==> src/rtl/cc_pkg.sv <==
`timescale 1ns/1ps
package cc_pkg;
    localparam int DATA_W   = 16;
    localparam int INSN_W   = 16;
    localparam int OPC_W    = 4;
    localparam int OPC_LSB  = INSN_W - OPC_W;
    localparam int CC_W     = 3;
    localparam int MASK_LSB = OPC_LSB - CC_W;
    localparam logic [OPC_W-1:0] OPC_BR = '0;

    typedef struct packed {
        logic neg;
        logic zero;
        logic pos;
    } cc_t;

    localparam cc_t CC_RESET = '{neg: 1'b0, zero: 1'b1, pos: 1'b0};
endpackage

==> src/rtl/cc_classify.sv <==
`timescale 1ns/1ps
module cc_classify
    import cc_pkg::*;
#(
    parameter int W = DATA_W
) (
    input  logic [W-1:0] value,
    output cc_t          cls
);
    logic is_zero;
    logic is_neg;

    always_comb begin
        is_zero  = ~|value;
        is_neg   = value[W-1];
        cls.neg  = is_neg;
        cls.zero = is_zero;
        cls.pos  = ~is_neg & ~is_zero;
    end
endmodule

==> src/rtl/cc_resolve.sv <==
`timescale 1ns/1ps
module cc_resolve
    import cc_pkg::*;
#(
    parameter int OW = OPC_W,
    parameter int MW = CC_W
) (
    input  logic [OW-1:0] opcode,
    input  logic [MW-1:0] cond,
    input  logic [MW-1:0] state,
    output logic          taken
);
    logic [MW-1:0] hit;

    for (genvar i = 0; i < MW; i++) begin : g_hit
        assign hit[i] = cond[i] & state[i];
    end

    assign taken = (opcode == OPC_BR) && (|hit);
endmodule

==> src/rtl/cc_branch_unit.sv <==
`timescale 1ns/1ps
module cc_branch_unit
    import cc_pkg::*;
#(
    parameter int DW = DATA_W,
    parameter int IW = INSN_W
) (
    input  logic          clk,
    input  logic          rst_n,
    input  logic          wb_en,
    input  logic [DW-1:0] wb_value,
    input  logic [IW-1:0] insn,
    output logic [CC_W-1:0] flags,
    output logic          br_taken
);
    localparam int OP_HI   = IW - 1;
    localparam int OP_LO   = IW - OPC_W;
    localparam int CD_HI   = OP_LO - 1;
    localparam int CD_LO   = OP_LO - CC_W;

    typedef struct packed {
        cc_t cc;
    } state_t;

    state_t st_d, st_q;
    cc_t    wb_cls;
    logic   unused_insn_bits;

    assign unused_insn_bits = ^insn[CD_LO-1:0];

    cc_classify #(.W(DW)) u_cls (
        .value (wb_value),
        .cls   (wb_cls)
    );

    always_comb begin
        st_d = st_q;
        if (wb_en) begin
            st_d.cc = wb_cls;
        end
    end

    always_ff @(posedge clk or negedge rst_n) begin
        if (!rst_n) begin
            st_q.cc <= CC_RESET;
        end else begin
            st_q <= st_d;
        end
    end

    assign flags = st_q.cc;

    cc_resolve #(.OW(OPC_W), .MW(CC_W)) u_res (
        .opcode (insn[OP_HI:OP_LO]),
        .cond   (insn[CD_HI:CD_LO]),
        .state  (st_q.cc),
        .taken  (br_taken)
    );
endmodule

==> config.mk <==
export PLATFORM = sky130hd
export DESIGN_NAME = cc_branch_unit
export DESIGN_NICKNAME = d
export VERILOG_FILES = /design/src/rtl/cc_pkg.sv /design/src/rtl/cc_classify.sv /design/src/rtl/cc_resolve.sv /design/src/rtl/cc_branch_unit.sv
export SDC_FILE = /design/constraint.sdc
export NUM_CORES = 1
export LEC_CHECK = 0
export CAP_MARGIN = 10
export CORE_AREA = 4 4 41 43
export DETAILED_ROUTE_END_ITERATION = 7
export DIE_AREA = 0 0 45 47
export PLACE_DENSITY_LB_ADDON = 0.08
export REMOVE_ABC_BUFFERS = 1
export SYNTH_ARGS = -nofsm -noshare
export SYNTH_HDL_FRONTEND = slang
export SYNTH_SLANG_ARGS = --single-unit
==> constraint.sdc <==
create_clock -name clk -period 0.9 [get_ports clk]
set_input_delay 0.135 -clock clk [delete_from_list [all_inputs] [get_ports clk]]
set_output_delay 0.135 -clock clk [all_outputs]
set_load 0.03 [all_outputs]
Word level (Yosys, flattened, before mapping). Cells that the tools add are included.

Register bits after elaboration: 3. Memories: 0. Memory bits (read-only): 0. Memory bits (writable): 0. Latch bits: 0.

Magnitude comparators: 0. Div/mod/pow operators: 0. Reduce and logical (&&, ||, !) cells: 5. Multipliers: 0. Shifts and indexed selects: 0. Add/sub/neg operators: 0. Bitwise operators: 5. Eq/ne operators: 0. Multiplexer cells: 0.

Operator list (number): $reduce_or A16 Y1 (1); $and A1 B1 Y1 (4); $logic_not A4 Y1 (1); $reduce_or A3 Y1 (1); $logic_and A1 B1 Y1 (1); $logic_not A1 Y1 (1); $not A1 Y1 (1).

Depth between registers and ports, before layout.
Depth in word-level cells: 3. Depth in mapped cells: 3.

Modules after synthesis. Synthesis repeated with hierarchy kept, for this count alone.

Cell total of the unflattened synthesis: 17. Area, all modules: 188.9 um2.

Modules (own cells, without submodules): cc_branch_unit (area each 110.1 um2, cells each 6, sequential area each 76.3 um2, times used 1); cc_classify (area each 57.6 um2, cells each 8, sequential area each 0.0 um2, times used 1); cc_resolve (area each 21.3 um2, cells each 3, sequential area each 0.0 um2, times used 1).

Least setup slack after synthesis. No wires, ideal clock.

Kind: register to output. Start point: register st_q, in the netlist flags[1]. End point: output port br_taken. Stages on the path, launching flop included: 3. Path slack: -0.399 ns. Data arrival time: 1.164 ns. Required time: 0.765 ns. Cells stage by stage: dfstp_2 > a222oi_1 > nor2_1.

Longest elaborated chain between the ends: 3.

Ends and longest elaborated chain: start: declaration (line cc_branch_unit.sv:25) `state_t st_d, st_q;`; start signal: assignment (line cc_branch_unit.sv:47) `st_q <= st_d;`; $and A1 B1 Y1 (line cc_resolve.sv:16) `assign hit[i] = cond[i] & state[i];`; $reduce_or A3 Y1 (line cc_resolve.sv:19) `assign taken = (opcode == OPC_BR) && (|hit);`; $logic_and A1 B1 Y1 (line cc_resolve.sv:19); end: declaration (line cc_branch_unit.sv:14) `output logic br_taken`.

No other way between the ends.

Worst setup path in the final report.
Start point: register st_q, in the netlist flags[0]. End point: output port br_taken.

Same word-level chain as after synthesis.

==> impl_metrics.ini <==
[sta]
fin_crit_sh_pct = 144
fmax_mhz = 769
maxSlewViolCount = 0
fin_skew_ps = 0
setup_viol = 6
setup_tns_ps = -836
hold_violations = 0
final.min_clock_period_ps = 1300
rsz0062_at_grt = true
hold_slack_ps = 92.3
layout_setup_ws_ps = -400
tightestPinTransition_ps = 293
relSlewSlack_pct = 80.5

[critical_path]
r2r_start = flags[0]
reg2reg_to = flags[0]
critPathTopFamily = flip-flops
reg2reg_depth = 3
path_cells = a222oi_1 > nor2_1 > buf_4
crit_path_end_kind = output port
rrSetupSlack_ps = -20
cpPeakStageDelay_ps = 370
worstPathMaxFanout = 2
crit_type = reg2out
cp_slowest_cell = dfrtp_1
arrival_ps = 1170
cp-start-kind = flip-flop
worst_ep_required_time_ps = 760
critical_path_buf_inv_count = 1

[clocking]
clock_sinks = 3
root_buffer = clkbuf_4
htreeDepth = 1
cts_tree = built
path_clk_slew_ps = 40
clock_path_buffers = 2
insertion_delay_ps = 230
cts_buffers = 3

[drt]
drc = 0
drtIter0Drc = 5
drt_first_pass_iters = 4
antenna_left = 0
viasPerCell = 4.13
routed-via-count = 293
routedWlPerCell_um = 11.6
drt_wl_total_um = 822

[status]
status = finished, violations left
violations = setup timing

[floorplan]
die-area_mm2 = 0.00212
core_area_mm2 = 0.00130
ioPinCount = 39
num_rows = 13
initial_core_util_pct = 14.7
die_h_um = 47
die_x_um = 45

[placed_design]
place_congestion = 0.650
post-dp-hpwl_um = 732
placed_cells_incl_taps = 66
port_buffers = 29
place_ws_ps = -533

[final_layout]
drive_above_1_share_pct = 33.9
post-route-util_pct = 43.1
syn2layout_area_growth_pct = 193
diodes = 0
largest_reg_flops = 3
layout.nets = 92
stdcell_count = 71

[global_route]
grt_util_all_layers_pct = 8.61
grt_pass1_wl_um = 1240
grt_max_degree = 4
grt_antenna_before_repair = 0
grt_pass1_vias = 317
gr-total-overflow = 0

[synthesis]
synthDistinctLibCells = 13
synth_warnings = 0
synth.avg_cell_area_um2 = 11.3
synth_area_leaders = dfrtp_1 (26%), nor4_2 (20%), dfstp_2 (14%)
synth_cells = 17
synth_top_area_cell = dfrtp_1
synth-seq-cells = 3
synthesis.area_um2 = 191
yosysSeqAreaShare_pct = 39.9
yosysTopAreaCellShare_pct = 26.1

[hold_path]
hp-class = in2async

[power_and_ir_drop]
leakagePower_nw = 0.259
power_density_mw_per_mm2 = 994
vdd_ir_drop_max_v = 0.000533

[flow_run]
drv_cap = 0
worst max path at each step:
| stage | start | endpoint | cells past startpoint |
|---|---|---|---|
| after global placement | insn[13] | br_taken | 4 |
| final | flags[0] | br_taken | 3 |
| after CTS | flags[0] | br_taken | 3 |
| after detailed placement | insn[13] | br_taken | 4 |
| after floorplan | flags[1] | br_taken | 2 |
| after global routing | flags[0] | br_taken | 3 |
synthesized netlist by cell type, drive strengths merged:
library cell,number
inv,2
nor4,4
nand4,1
nor2,1
dfrtp,2
mux2,1
mux2i,1
a31o,1
dfstp,1
a222oi,1
or4,1
nor2b,1
final cells by class:
cell class              count  area, µm²
repair buffers             35        324
clock buffers               4       26.3
inverters                   2       7.51
well taps                  15       18.8
fillers                   152        741
multi-input cells          12        108
flip-flops and latches      3       76.3
where the power goes:
group	internal [mW]	total, mW	leakage [nW]	switching, mW
clock network	0.166	0.231	0.0150	0.0651
logic	0.115	0.176	0.210	0.0609
registers	0.144	0.150	0.0342	0.00582
metrics by stage:
stage | power, mW | instance area, µm²
after CTS | 0.572 | 561
after global placement | 0.346 | 528
after floorplan | 0.192 | 191
after detailed placement | 0.350 | 528
final | 0.557 | 561
after global routing | 0.609 | 561
cells by family (layout without fill, tap and decap cells):
logic type / Yosys count / in the layout / share of synthesized area (%)
and+or+nand+nor: 8 / 8 / 35.3
DFF: 3 / 3 / 39.9
AOI/OAI and AO/OA: 2 / 2 / 9.80
muxes: 2 / 2 / 11.1
buffers and inverters: 2 / 41 / 3.92
metal layers:
metal	share of wire (%)	routed length, µm	vias up	track usage, %
li1	-	-	146	-
met1	35	284	127	7.95
met2	51	417	18	13.8
met3	13	103	2	3.83
met4	2.1	17	0	8.77
met5	0	0	-	0
layout by cell type, fill, tap and decap left out, types with 2 or more instances in the layout:
| master | count |
|---|---|
| dfrtp_1 | 2 |
| clkbuf_4 | 3 |
| buf_4 | 4 |
| clkdlybuf4s50_1 | 5 |
| dlygate4sd2_1 | 19 |
| buf_6 | 6 |
| nor4_2 | 3 |
repair_timing:
action                     CTS  global route
setup endpoints to repair    6             7
hold endpoints to repair     0             0
setup buffers                1             1
gates resized for setup     28             1
hold buffers                 0             0
pin swaps                    8             0
gates cloned                 0             0
(Power assumes the default switching activity.)
